==> src/rtl/rmii_rx_pkg.sv <==
package rmii_rx_pkg;
  typedef logic [1:0] dibit_t;
  localparam dibit_t SYM_IDLE  = 2'b00;
  localparam dibit_t SYM_FALSE = 2'b10;
endpackage

==> src/rtl/rmii_rx_fifo.sv <==
module rmii_rx_fifo #(
  parameter int DEPTH = 8,
  parameter int W     = 4,
  localparam int PTR_W = (DEPTH > 1) ? $clog2(DEPTH) : 1,
  localparam int CNT_W = $clog2(DEPTH + 1)
) (
  input  logic             clk,
  input  logic             rst_ni,
  input  logic             push_req,
  input  logic             pop,
  input  logic [W-1:0]     din,
  output logic [W-1:0]     head,
  output logic [CNT_W-1:0] count,
  output logic             full,
  output logic             ovf
);
  logic [W-1:0]     mem [DEPTH];
  logic [PTR_W-1:0] wr_q, wr_n, rd_q, rd_n;
  logic [CNT_W-1:0] cnt_n;
  logic             ovf_n, push;

  assign full = (count == CNT_W'(DEPTH));
  assign push = push_req & ~full;
  assign head = mem[rd_q];

  always_comb begin
    wr_n  = wr_q;
    rd_n  = rd_q;
    cnt_n = count + CNT_W'(push) - CNT_W'(pop);
    ovf_n = push_req & full;
    if (push) wr_n = (wr_q == PTR_W'(DEPTH - 1)) ? '0 : wr_q + 1'b1;
    if (pop)  rd_n = (rd_q == PTR_W'(DEPTH - 1)) ? '0 : rd_q + 1'b1;
  end

  always_ff @(posedge clk or negedge rst_ni) begin
    if (!rst_ni) begin
      wr_q  <= '0;
      rd_q  <= '0;
      count <= '0;
      ovf   <= 1'b0;
    end else begin
      wr_q  <= wr_n;
      rd_q  <= rd_n;
      count <= cnt_n;
      ovf   <= ovf_n;
    end
  end

  always_ff @(posedge clk) begin
    if (push) mem[wr_q] <= din;
  end

  p_no_overflow_r11: assert property (@(posedge clk) disable iff (!rst_ni)
    (push_req && full) |=> ovf);
  p_count_bound_r11: assert property (@(posedge clk) disable iff (!rst_ni)
    count <= CNT_W'(DEPTH));
  p_no_underflow_r4: assert property (@(posedge clk) disable iff (!rst_ni)
    pop |-> (count != '0));
endmodule

==> src/rtl/rmii_rx_pacer.sv <==
module rmii_rx_pacer #(
  parameter int SLOW_DIV = 10,
  localparam int PW = (SLOW_DIV > 1) ? $clog2(SLOW_DIV) : 1
) (
  input  logic clk,
  input  logic rst_ni,
  input  logic active,
  input  logic fast,
  output logic tick
);
  logic [PW-1:0] pace_q, pace_n;

  assign tick = fast | (pace_q == PW'(SLOW_DIV - 1));

  always_comb begin
    pace_n = pace_q + 1'b1;
    if (!active || tick) pace_n = '0;
  end

  always_ff @(posedge clk or negedge rst_ni) begin
    if (!rst_ni) pace_q <= '0;
    else         pace_q <= pace_n;
  end

  generate
    if (SLOW_DIV > 1) begin : g_slow_chk
      p_slow_spacing_r6: assert property (@(posedge clk) disable iff (!rst_ni)
        (!fast && tick) |=> (fast || !tick));
    end
  endgenerate
endmodule

==> src/rtl/rmii_rx_crs.sv <==
module rmii_rx_crs (
  input  logic clk,
  input  logic rst_ni,
  input  logic carrier_act,
  input  logic pending_n,
  input  logic tick,
  output logic crs_dv
);
  logic crs_n;

  always_comb begin
    if (carrier_act)    crs_n = 1'b1;
    else if (pending_n) crs_n = tick ? ~crs_dv : crs_dv;
    else                crs_n = 1'b0;
  end

  always_ff @(posedge clk or negedge rst_ni) begin
    if (!rst_ni) crs_dv <= 1'b0;
    else         crs_dv <= crs_n;
  end

  p_carrier_high_r2: assert property (@(posedge clk) disable iff (!rst_ni)
    carrier_act |=> crs_dv);
  p_drained_low_r9: assert property (@(posedge clk) disable iff (!rst_ni)
    (!carrier_act && !pending_n) |=> !crs_dv);
endmodule

==> src/rtl/rmii_rx_mux.sv <==
module rmii_rx_mux #(
  parameter int DEPTH    = 8,
  parameter int SLOW_DIV = 10,
  localparam int NIB_W   = 4,
  localparam int CNT_W   = $clog2(DEPTH + 1)
) (
  input  logic             clk,
  input  logic             rst_n,
  input  logic             wr_en,
  input  logic [NIB_W-1:0] wr_nibble,
  input  logic             carrier,
  input  logic             false_carrier,
  input  logic             speed_100,
  output logic             crs_dv,
  output logic [1:0]       rxd,
  output logic             overflow
);
  import rmii_rx_pkg::*;

  logic [1:0]       rst_sync;
  logic             rst_ni;
  logic [NIB_W-1:0] head;
  logic [CNT_W-1:0] count, count_after;
  logic             full, pop, tick, carrier_act, pending, pending_n, active;
  logic             phase_q, phase_n, shown_q, shown_n;
  dibit_t           rxd_q, rxd_n;

  always_ff @(posedge clk or negedge rst_n) begin
    if (!rst_n) rst_sync <= 2'b00;
    else        rst_sync <= {rst_sync[0], 1'b1};
  end
  assign rst_ni = rst_sync[1];

  assign carrier_act = carrier | false_carrier;
  assign pending     = (count != '0) | shown_q;
  assign active      = carrier_act | pending;

  rmii_rx_fifo #(.DEPTH(DEPTH), .W(NIB_W)) u_fifo (
    .clk(clk), .rst_ni(rst_ni), .push_req(wr_en), .pop(pop), .din(wr_nibble),
    .head(head), .count(count), .full(full), .ovf(overflow)
  );

  rmii_rx_pacer #(.SLOW_DIV(SLOW_DIV)) u_pacer (
    .clk(clk), .rst_ni(rst_ni), .active(active), .fast(speed_100), .tick(tick)
  );

  always_comb begin
    rxd_n   = rxd_q;
    phase_n = phase_q;
    shown_n = shown_q;
    pop     = 1'b0;
    if (tick) begin
      if (false_carrier) begin
        rxd_n   = SYM_FALSE;
        shown_n = 1'b0;
      end else if (count != '0) begin
        rxd_n   = phase_q ? head[3:2] : head[1:0];
        pop     = phase_q;
        phase_n = ~phase_q;
        shown_n = 1'b1;
      end else begin
        rxd_n   = SYM_IDLE;
        shown_n = 1'b0;
      end
    end
    count_after = count + CNT_W'(wr_en & ~full) - CNT_W'(pop);
    pending_n   = (count_after != '0) | shown_n;
  end

  always_ff @(posedge clk or negedge rst_ni) begin
    if (!rst_ni) begin
      rxd_q   <= SYM_IDLE;
      phase_q <= 1'b0;
      shown_q <= 1'b0;
    end else begin
      rxd_q   <= rxd_n;
      phase_q <= phase_n;
      shown_q <= shown_n;
    end
  end

  assign rxd = rxd_q;

  rmii_rx_crs u_crs (
    .clk(clk), .rst_ni(rst_ni), .carrier_act(carrier_act),
    .pending_n(pending_n), .tick(tick), .crs_dv(crs_dv)
  );

  p_false_code_r10: assert property (@(posedge clk) disable iff (!rst_ni)
    (false_carrier && tick) |=> (rxd == SYM_FALSE));
  p_hold_between_ticks_r6: assert property (@(posedge clk) disable iff (!rst_ni)
    !tick |=> $stable(rxd));
  p_idle_zero_r3: assert property (@(posedge clk) disable iff (!rst_ni)
    (carrier && !false_carrier && count == '0 && tick) |=> (rxd == SYM_IDLE));
endmodule

==> config.mk <==
export PLATFORM = sky130hd
export DESIGN_NAME = rmii_rx_mux
export DESIGN_NICKNAME = d
export VERILOG_FILES = /design/src/rtl/rmii_rx_pkg.sv /design/src/rtl/rmii_rx_fifo.sv /design/src/rtl/rmii_rx_pacer.sv /design/src/rtl/rmii_rx_crs.sv /design/src/rtl/rmii_rx_mux.sv
export SDC_FILE = /design/constraint.sdc
export NUM_CORES = 1
export LEC_CHECK = 0
export CAP_MARGIN = 20
export CORE_MARGIN = 1
export CORE_UTILIZATION = 54
export DETAILED_ROUTE_END_ITERATION = 8
export GPL_ROUTABILITY_DRIVEN = 0
export PLACE_DENSITY = 0.75
export SYNTH_ARGS = -nofsm -noshare
export SYNTH_HDL_FRONTEND = slang
export SYNTH_SLANG_ARGS = --single-unit
==> constraint.sdc <==
create_clock -name clk -period 1.13 [get_ports clk]
set_clock_uncertainty 0.15 [all_clocks]
set_input_delay 0.226 -clock clk [delete_from_list [all_inputs] [get_ports clk]]
set_output_delay 0.226 -clock clk [all_outputs]
set_load 0.03 [all_outputs]
==> out/metrics.cfg, run 1 <==
[synthesis]
synth.mux.area_fraction_pct = 11.3
post_synth_fa_ha_maj_area_fraction_pct = 7.18
yosys-top-cells-count = sky130_fd_sc_hd__edfxtp_1, sky130_fd_sc_hd__dfrtp_1, sky130_fd_sc_hd__inv_1
yosys.cell_count.top_type = sky130_fd_sc_hd__edfxtp_1
synth_nets = 178
synth_largest_type_area_fraction_pct = 40.5
yosys_most_used_dff = sky130_fd_sc_hd__edfxtp_1
main_combinational_cell_family_by_area_after_synthesis = multiplexers
synth_simple_gate_area_share_pct = 7.49
cells_taking_the_most_area_after_synthesis = sky130_fd_sc_hd__edfxtp_1, sky130_fd_sc_hd__dfrtp_1, sky130_fd_sc_hd__mux4_1
synth.yosys.seq_area_share_pct = 63.7
synth-compound-area-share_pct = 4.54
synthDominantAreaCellType = sky130_fd_sc_hd__edfxtp_1
async_flop_share_pct = 40.7
synth_enable_flop_cells = 32
ys_warn_count = 0
yosys.cell_types.count = 33
total_standard_cell_area_after_synthesis_um2 = 2370
synthCells = 155
ys_seq_elements = 54
synth_area_in_xor_xnor_pct = 2.22
synthesis.area_per_instance_um2 = 15.3

[floorplan]
effective_utilization_at_floorplan_pct = 57.6
placeableCoreArea_um2 = 4120
i_o_pin_cnt = 14
std_cell_rows = 23
die_area_um2 = 4660
die_w_um = 68.3
dieHeight_um = 68.3

[drt]
vias = 1526
wirelength_um = 5150
remaining_drc_errors = 0
via_per_inst = 5.53
initialDrtViolationCount = 119
detail_route.wl_per_cell_um = 18.6
metal2_wl_um = 2670
wl_met3_um = 204
drt-met1-wl_um = 2150
top_signal_layer_used = met4
antenna_left = 0
detail_route.first_pass.iterations = 4

[setup_path]
crit_type = reg2reg
reg2reg_from = u_pacer.pace_q[1]
setup.worst_path.end = u_fifo.rd_q[1]
r2r.worst_path.cells = 15
r2r_end = u_fifo.rd_q[1]
critical_path_peak_fanout = 4
timing.critical_path.required_ps = 1180
endpoint_kind = flip-flop
worst_setup_path_start_kind = flip-flop
r2r_setup_slack_ps = -1740
cp-startpoint = u_pacer.pace_q[1]
worst-endpoint-arrival_ps = 2920

[cells_and_area]
final_nets = 248
insertedDiodeCount = 0
drive_gt1_share_pct = 52.2
stdcell_count = 276
multi_input_comb_area_um2 = 1050
area_delta_synth_final_pct = 45.6
final_cell_area_um2 = 3450
final-seq-area_um2 = 1520
fillCellCount = 170

[status]
run_status = finished with violations
violations = negative setup slack

[clock_tree]
clk-insertion-delay-late_ps = 310
cts.clk_slew.worst_paths_ps = 90
htree_num_levels = 2
cts_root_buf = sky130_fd_sc_hd__clkbuf_8
cts_inserted_buffers = 5
cts_tree = done
ctsLongestPathBuffers = 2
clock_sinks = 54

[min_path]
holdCritPathClass = reg2async

[placed_design]
numPortBuffers = 13
detailed_place_hpwl_um = 3130
postPlaceCellArea_um2 = 2960
dp.cells = 241
dp_worst_setup_slack_ps = -1730

[power]
design_power_total_mw = 8.73
powerDensity_nw_per_um2 = 2530
p_comb_share_pct = 50.9
p_sw_mw = 3.02
power_report.internal_total_mw = 5.71
seq_power_share_pct = 34.4
static-leakage-power_nw = 1.40
max-vdd-ir-drop_uv = 1840
clockPowerShare_pct = 14.6
netSwitchingFraction_pct = 34.6

[sta]
finalSetupTns_ps = -37260
final_min_period_over_clock_period_pct = 254
finalMaxSlewViolations = 0
rsz0062_at_grt = true
post-route-min-period_ps = 2870
finalSetupViolCount = 55
finalHoldViolCount = 0
fmaxAchievable_ghz = 0.348
setup_ws_ps = -1740

[job]
timing.max_cap.violations = 0

[grt]
grt_first_pass_wirelength_um = 7240
number_of_antenna_violations_at_the_first_check_in_global_routing = 0
grt_start_max_net_pins = 18
globalRouteTotalUtil_pct = 23.1
overflow = 0
vias_in_the_first_global_route = 1518

flip-flops by register name, indices dropped and copies added (netlist names):
register,cells
u_fifo.mem,32
u_fifo.count,4
u_pacer.pace_q,4
u_fifo.rd_q,3
u_fifo.wr_q,3
rst_sync,2
rxd,2
phase_q,1
shown_q,1
u_crs.crs_dv,1
u_fifo.ovf,1
power by group through the flow:
| stage | logic, mW | clock network (mW) | registers [mW] |
|---|---|---|---|
| 2_1_floorplan | 1.94 | 0 | 3.06 |
| 3_3_place_gp | 3.05 | 0 | 2.99 |
| 3_5_place_dp | 3.23 | 0 | 3.01 |
| 4_1_cts | 3.83 | 1.28 | 2.98 |
| 5_1_grt | 4.79 | 1.34 | 3.05 |
| 6_report | 4.44 | 1.28 | 3.01 |
critical path, stage by stage (launching register included):
cell	delay (ps)
sky130_fd_sc_hd__dfrtp_1	380
sky130_fd_sc_hd__inv_1	60
sky130_fd_sc_hd__ha_1	130
sky130_fd_sc_hd__nand3b_1	130
sky130_fd_sc_hd__a221oi_2	350
sky130_fd_sc_hd__nand2_1	170
sky130_fd_sc_hd__buf_4	160
sky130_fd_sc_hd__buf_4	120
sky130_fd_sc_hd__buf_4	120
sky130_fd_sc_hd__buf_4	120
sky130_fd_sc_hd__buf_4	120
sky130_fd_sc_hd__buf_4	120
sky130_fd_sc_hd__buf_4	120
sky130_fd_sc_hd__buf_4	120
sky130_fd_sc_hd__buf_6	120
sky130_fd_sc_hd__mux2_2	270
cells by family after synthesis:
group                      Yosys count
AOI/OAI and AO/OA                   14
buffers and inverters               17
and+or+nand+nor                     36
muxes                               14
other                                1
DFF                                 54
xor gates and xnor gates             6
adders and majority gates           13
worst min-delay path by stage:
stage / start / end / slack, ps / depth (start not counted)
finish: rst_sync[1] / u_fifo.ovf / 80 / 1
CTS: rst_sync[1] / u_fifo.count[3] / 70 / 1
detailed placement: rst_sync[1] / u_fifo.wr_q[0] / -70 / 0
floorplan: rst_n / rst_sync[0] / -220 / 0
global placement: rst_sync[1] / u_fifo.wr_q[0] / -70 / 0
global route: rst_sync[1] / u_fifo.rd_q[0] / 100 / 1
layout make-up:
| type | count | share of cell area [%] |
|---|---|---|
| Sequential cell | 54 | 43.9 |
| Clock inverter | 2 | 0.979 |
| Tap cell | 50 | 1.81 |
| Clock buffer | 6 | 2.10 |
| Inverter | 13 | 1.56 |
| Timing Repair Buffer | 67 | 19.1 |
| Multi-Input combinational cell | 84 | 30.5 |
routing by layer:
| layer | vias up | GRT usage [%] |
|---|---|---|
| met3 | 12 | 6.00 |
| met4 | 0 | 8.07 |
| met2 | 38 | 39.1 |
| li1 | 695 | - |
| met5 | - | 0 |
| met1 | 781 | 28.5 |
per-stage QoR:
step           hold WS [ps]  util (%)
6_report               80.3      83.9
5_1_grt                95.1      83.9
4_1_cts                67.9      80.7
3_5_place_dp          -68.4      71.9
3_3_place_gp          -73.7      71.9
2_1_floorplan          -220         -
cells in the final DEF (no fill, tap or decap), types with 3 or more instances in the layout:
cell type / netlist / final
sky130_fd_sc_hd__buf_4: 0 / 35
sky130_fd_sc_hd__inv_2: 0 / 4
sky130_fd_sc_hd__dfrtp_2: 0 / 3
sky130_fd_sc_hd__buf_6: 2 / 14
sky130_fd_sc_hd__nor3_4: 0 / 5
sky130_fd_sc_hd__ha_1: 12 / 6
sky130_fd_sc_hd__nor2_4: 0 / 4
sky130_fd_sc_hd__inv_1: 13 / 8
sky130_fd_sc_hd__edfxtp_1: 32 / 32
sky130_fd_sc_hd__a21o_1: 4 / 4
sky130_fd_sc_hd__mux2i_2: 0 / 3
sky130_fd_sc_hd__clkdlybuf4s50_1: 0 / 9
sky130_fd_sc_hd__clkbuf_8: 0 / 5
sky130_fd_sc_hd__nand2_1: 10 / 6
sky130_fd_sc_hd__dfrtp_1: 22 / 19
sky130_fd_sc_hd__buf_12: 0 / 5
sky130_fd_sc_hd__ha_4: 0 / 6
sky130_fd_sc_hd__nor2_1: 9 / 5
sky130_fd_sc_hd__mux4_2: 1 / 8
what timing repair did:
item,CTS,global route
endpoints found under the hold margin,5,0
buffers inserted,22,9
pin swaps,7,13
resized for setup,24,27
hold buffers,2,0
endpoints found under the setup margin,55,55
Note: power is estimated with default switching activity, not from simulation.
==> run 2, diff against run 1 <==
--- a/config.mk
+++ b/config.mk
@@ -7,10 +7,10 @@
 export LEC_CHECK = 0
 export CAP_MARGIN = 20
 export CORE_MARGIN = 1
-export CORE_UTILIZATION = 54
+export CORE_UTILIZATION = 40
 export DETAILED_ROUTE_END_ITERATION = 8
 export GPL_ROUTABILITY_DRIVEN = 0
-export PLACE_DENSITY = 0.75
+export PLACE_DENSITY = 0.59
 export SYNTH_ARGS = -nofsm -noshare
 export SYNTH_HDL_FRONTEND = slang
 export SYNTH_SLANG_ARGS = --single-unit
==> run 2 against run 1 <==
  * The flow still finishes with violations (negative setup slack)
  * Non-clock buffer count fell by 11
  * Count of clock-buffer cells in the layout decreased by 1
  * Sequential cell count unchanged
  * Largest power group unchanged
  * Global-route usage fell by 7.0 points
  * Sequential power about the same
  * Worst hold slack gained 6.6 ps
  * Power fell by 8.2%
  * Die area rose by 34%
  * Critical path type unchanged
  * Wire length fell by 16%
  * First-iteration DRC count down 64%
  * Final cell count up 4.0%
==> out/metrics.cfg, run 2 (synthesized netlist as in run 1, its figures left out) <==
[status]
run_status = finished with violations
violations = negative setup slack

[cells_and_area]
final_cell_area_um2 = 3360
largest_register_ffs = 32
drive_gt1_share_pct = 49.3
area_delta_synth_final_pct = 41.6
commonest_non_fill_non_tap_cells_in_the_layout = sky130_fd_sc_hd__edfxtp_1, sky130_fd_sc_hd__buf_4, sky130_fd_sc_hd__dfrtp_1, sky130_fd_sc_hd__buf_6, sky130_fd_sc_hd__clkdlybuf4s50_1
final-seq-area_um2 = 1520
final_common_cell = sky130_fd_sc_hd__edfxtp_1
final_nets = 237
largest-register = u_fifo.mem
largest_registers = u_fifo.mem x32, u_fifo.count x4, u_pacer.pace_q x4
insertedDiodeCount = 0
stdcell_count = 287
multi_input_comb_area_um2 = 1070
fillCellCount = 471
final_core_util_pct = 59.9

[grt]
number_of_antenna_violations_at_the_first_check_in_global_routing = 0
met1_usage_pct = 20.1
overflow = 0
gr-max-usage-layer = met2
vias_in_the_first_global_route = 1581
use_met3_pct = 3.56
met2_layer_usage_reported_by_global_route_pct = 27.7
grt_start_max_net_pins = 18
globalRouteTotalUtil_pct = 16.1
grt_first_pass_wirelength_um = 7450

[floorplan]
die_area_um2 = 6240
std_cell_rows = 27
effective_utilization_at_floorplan_pct = 42.3
i_o_pin_cnt = 14
dieHeight_um = 79.0
die_w_um = 79.0
placeableCoreArea_um2 = 5610

[power]
max-vdd-ir-drop_uv = 1690
design_power_total_mw = 8.01
static-leakage-power_nw = 1.34
powerDensity_nw_per_um2 = 2380

[drt]
remaining_drc_errors = 0
via_per_inst = 4.86
wirelength_um = 4320
vias = 1395
detail_route.wl_per_cell_um = 15.0
detail_route.first_pass.iterations = 4
initialDrtViolationCount = 43
antenna_left = 0

[min_path]
holdCritPathClass = reg2async

[placed_design]
postPlaceCellArea_um2 = 2990
detailed_place_hpwl_um = 3230
numPortBuffers = 13
dp.cells = 267

[setup_path]
reg2reg_from = u_pacer.pace_q[1]
r2r.worst_path.cells = 14
r2r_setup_slack_ps = -1600
r2r_end = u_crs.crs_dv
endpoint_kind = flip-flop
crit_type = reg2reg
critical_path_peak_fanout = 2
worst-endpoint-arrival_ps = 2760
timing.critical_path.required_ps = 1160
worst_setup_path_start_kind = flip-flop

[clock_tree]
cts_inserted_buffers = 5
htree_num_levels = 2
clock_sinks = 54
cts.clk_slew.worst_paths_ps = 90
clk-insertion-delay-late_ps = 300
ctsLongestPathBuffers = 2
cts_tree = done
cts_root_buf = sky130_fd_sc_hd__clkbuf_8

[sta]
finalSetupViolCount = 55
setup_ws_ps = -1600
final_min_period_over_clock_period_pct = 241
post-route-min-period_ps = 2730
finalHoldViolCount = 0
fmaxAchievable_ghz = 0.367
finalMaxSlewViolations = 0
rsz0062_at_grt = true

[job]
timing.max_cap.violations = 0

==> run 2: changes by cell type in the layout (fill, tap and decap cells not counted), sizes merged <==
cell      change
clkinv        +1
bufinv        -1
clkinvlp      +1
clkbuf        -1
buf          -11
==> run 2: cell type report <==
class	instances	share of cell area, %
clock buffer	5	2.05
timing repair buffer	56	16.2
clock inverter	3	0.484
inverter	13	1.60
sequential	54	45.2
tap	72	2.68
multi-input combinational	84	31.8
==> run 2: worst max-delay path by stage <==
stage | startpoint | end
after floorplan | u_pacer.pace_q[1] | u_crs.crs_dv
after global placement | speed_100 | u_crs.crs_dv
after detailed placement | speed_100 | u_crs.crs_dv
after CTS | u_pacer.pace_q[1] | u_crs.crs_dv
after global routing | u_pacer.pace_q[1] | u_crs.crs_dv
final | u_pacer.pace_q[1] | u_crs.crs_dv
==> run 2: where the power goes <==
| part | internal, mW | switching [mW] | leakage [nW] |
|---|---|---|---|
| clock | 0.425 | 0.584 | 0.0416 |
| sequential | 2.55 | 0.434 | 0.553 |
| combinational | 2.30 | 1.71 | 0.748 |
==> run 2: worst max-delay path: stages (launching register included) <==
cell	delay, ps
sky130_fd_sc_hd__dfrtp_1	400
sky130_fd_sc_hd__inv_2	70
sky130_fd_sc_hd__ha_4	110
sky130_fd_sc_hd__nand3b_1	120
sky130_fd_sc_hd__a221oi_2	300
sky130_fd_sc_hd__nand2_1	140
sky130_fd_sc_hd__inv_2	80
sky130_fd_sc_hd__ha_4	190
sky130_fd_sc_hd__inv_2	60
sky130_fd_sc_hd__ha_4	130
sky130_fd_sc_hd__inv_2	30
sky130_fd_sc_hd__fa_2	340
sky130_fd_sc_hd__xnor2_2	150
sky130_fd_sc_hd__nor4_2	260
sky130_fd_sc_hd__o21ai_1	100
==> run 2: per-stage QoR <==
stage          hold WS [ps]  worst slack [ps]  setup TNS, ps
5_1_grt                 117             -1770         -36550
3_5_place_dp          -62.4             -1730         -40480
2_1_floorplan          -220             -1650         -20730
3_3_place_gp          -68.3             -1660         -38950
4_1_cts                88.9             -1650         -35530
6_report               86.9             -1600         -31770
==> run 2: routing by layer <==
layer	part of all wire, %	up-vias
li1	-	682
met1	44	693
met2	52	11
met3	1.9	9
met4	1.9	0
met5	0	-
==> run 2: what timing repair did <==
item / CTS / global route
cloned: 0 / 0
hold buffers: 2 / 0
setup buffers: 13 / 8
pin swaps: 7 / 4
gates resized for setup: 21 / 25
endpoints found under the hold margin: 5 / 0
setup endpoints to repair: 55 / 56
==> run 3, diff against run 2 <==
--- a/config.mk
+++ b/config.mk
@@ -6,7 +6,7 @@
 export NUM_CORES = 1
 export LEC_CHECK = 0
 export CAP_MARGIN = 20
-export CORE_MARGIN = 1
+export CORE_MARGIN = 4
 export CORE_UTILIZATION = 40
 export DETAILED_ROUTE_END_ITERATION = 8
 export GPL_ROUTABILITY_DRIVEN = 0
==> run 3 against run 2 <==
  * The run still ends with negative setup slack left
  * Clock power about the same
  * Largest cell class unchanged
  * Sequential share of layout area down 1.7 points
  * Sequential cell count unchanged
  * Highest routed layer unchanged
  * Critical path depth unchanged
  * Critical endpoint unchanged
==> out/metrics.cfg, run 3 (synthesized netlist as in run 1, its figures left out) <==
[setup_path]
worst_setup_path_start_kind = flip-flop
crit_type = reg2reg
critical_path.most_common_cell = sky130_fd_sc_hd__inv_2
critical_path.max_stage_delay_ps = 530
endpoint_kind = flip-flop
crit_family = adder cells
path_cells = inv_2 -> ha_4 -> nand3b_1 -> a221oi_2 -> nand2_1 -> inv_2 -> ha_4 -> inv_2 -> ha_4 -> inv_2 -> fa_2 -> nand2b_1 -> nor4_1 -> o21ai_1
critical_path_peak_fanout = 2
timing.critical_path.slowest_stage_cell = sky130_fd_sc_hd__fa_2
cp-startpoint = u_pacer.pace_q[1]
cp.buffers_inverters = 4
reg2reg_from = u_pacer.pace_q[1]
worst-endpoint-arrival_ps = 2820
timing.critical_path.required_ps = 1160

[grt]
overflow = 0
globalRouteTotalUtil_pct = 14.9
grt_start_max_net_pins = 18
grt_first_pass_wirelength_um = 8210
vias_in_the_first_global_route = 1646
number_of_antenna_violations_at_the_first_check_in_global_routing = 0

[cells_and_area]
largest_registers = u_fifo.mem x32, u_fifo.count x4, u_pacer.pace_q x4
largest_register_ffs = 32
fillCellCount = 435
largest-register = u_fifo.mem
drive_gt1_share_pct = 52.9
area_delta_synth_final_pct = 46.9
final_cell_area_um2 = 3480
final_common_cell = sky130_fd_sc_hd__edfxtp_1
final_nets = 249
insertedDiodeCount = 0
commonest_non_fill_non_tap_cells_in_the_layout = sky130_fd_sc_hd__edfxtp_1, sky130_fd_sc_hd__buf_4, sky130_fd_sc_hd__buf_6, sky130_fd_sc_hd__dfrtp_1, sky130_fd_sc_hd__clkdlybuf4s50_1

[placed_design]
detailed_place_hpwl_um = 3450
postPlaceCellArea_um2 = 3000
numPortBuffers = 13
dp_worst_setup_slack_ps = -1710

[drt]
antenna_left = 0
vias = 1479
detail_route.wl_per_cell_um = 16.8
initialDrtViolationCount = 61
detail_route.first_pass.iterations = 4
wirelength_um = 5020
via_per_inst = 4.95
remaining_drc_errors = 0

[status]
run_status = finished with violations
violations = negative setup slack

[power]
max-vdd-ir-drop_uv = 1260
power_report.internal_total_mw = 5.35
clockPowerShare_pct = 12.2
p_sw_mw = 2.80
static-leakage-power_nw = 1.43
netSwitchingFraction_pct = 34.3
p_comb_share_pct = 51.8
design_power_total_mw = 8.14
powerDensity_nw_per_um2 = 2340
seq_power_share_pct = 36.0

[sta]
post-route-min-period_ps = 2790
finalSetupViolCount = 55
rsz0062_at_grt = true
fmaxAchievable_ghz = 0.359
finalMaxSlewViolations = 0
setup_ws_ps = -1660
final_min_period_over_clock_period_pct = 246
finalHoldViolCount = 0

[min_path]
holdCritPathClass = reg2async

[floorplan]
dieHeight_um = 85.0
placeableCoreArea_um2 = 5640
die_w_um = 85.0
effective_utilization_at_floorplan_pct = 42.0
std_cell_rows = 27
die_area_um2 = 7220
i_o_pin_cnt = 14

[clock_tree]
clock_sinks = 54
cts_tree = done
ctsLongestPathBuffers = 2
clk-insertion-delay-late_ps = 300
cts.clk_slew.worst_paths_ps = 90
cts_root_buf = sky130_fd_sc_hd__clkbuf_8
cts_inserted_buffers = 5
htree_num_levels = 2

[job]
timing.max_cap.violations = 0

-- run 3: cell types whose count changed in the layout (fill, tap and decap cells not counted), sizes merged --
cell	before	now
clkinvlp	1	0
buf	45	57
clkbuf	5	6
-- run 3: metrics by stage --
stage	TNS [ps]	cells	hold slack [ps]	util (%)
6_report	-37460	299	66.7	61.7
3_3_place_gp	-39070	267	-73.3	53.2
4_1_cts	-35970	295	73.2	59.4
5_1_grt	-40970	299	80.7	61.7
3_5_place_dp	-41170	267	-71.6	53.2
2_1_floorplan	-20730	155	-220	-
-- run 3: layout make-up --
class	instances	area (um^2)	area share [%]
clock buffer	6	72.6	2.08
clock inverter	2	10.0	0.287
inverter	13	53.8	1.54
multi-input combinational	84	1060	30.3
sequential	54	1520	43.5
tap	72	90.1	2.59
timing repair buffer	68	686	19.7
-- run 3: timing repair --
action                                 4_1_cts  5_1_grt
hold buffers                                 2        0
setup endpoints to repair                   55       55
cloned                                       0        0
resized for setup                           31       28
endpoints found under the hold margin        5        0
pin swaps                                    7       14
buffers inserted                            21        7
-- run 3: worst paths after layout --
check                                        to  slack, ps  cells past startpoint
worst max-delay path               u_crs.crs_dv      -1660                     14
worst min-delay path            u_fifo.count[3]         70                      1
worst max register to register     u_crs.crs_dv      -1660                     14
worst min register to register  u_fifo.count[3]         70                      1
max in group asynchronous        u_fifo.wr_q[0]        150                      1
min in group clk                    rst_sync[1]        220                      0
-- run 3: power groups by stage --
stage          clock (mW)  combinational [mW]  sequential [mW]
3_3_place_gp            0                3.21             2.95
3_5_place_dp            0                3.32             2.97
2_1_floorplan           0                1.94             3.06
6_report            0.994                4.22             2.93
4_1_cts              1.03                4.02             2.93
5_1_grt              1.10                4.60             2.99
-- run 3: routing by layer --
metal | part of all wire (%) | wire, um | global-route usage, % | vias to the layer above
met5 | 0 | 0 | 0 | -
met4 | 1.0 | 51 | 4.46 | 0
met3 | 1.4 | 72 | 3.50 | 4
met2 | 55 | 2780 | 25.6 | 9
met1 | 42 | 2110 | 18.7 | 762
li1 | - | - | - | 704
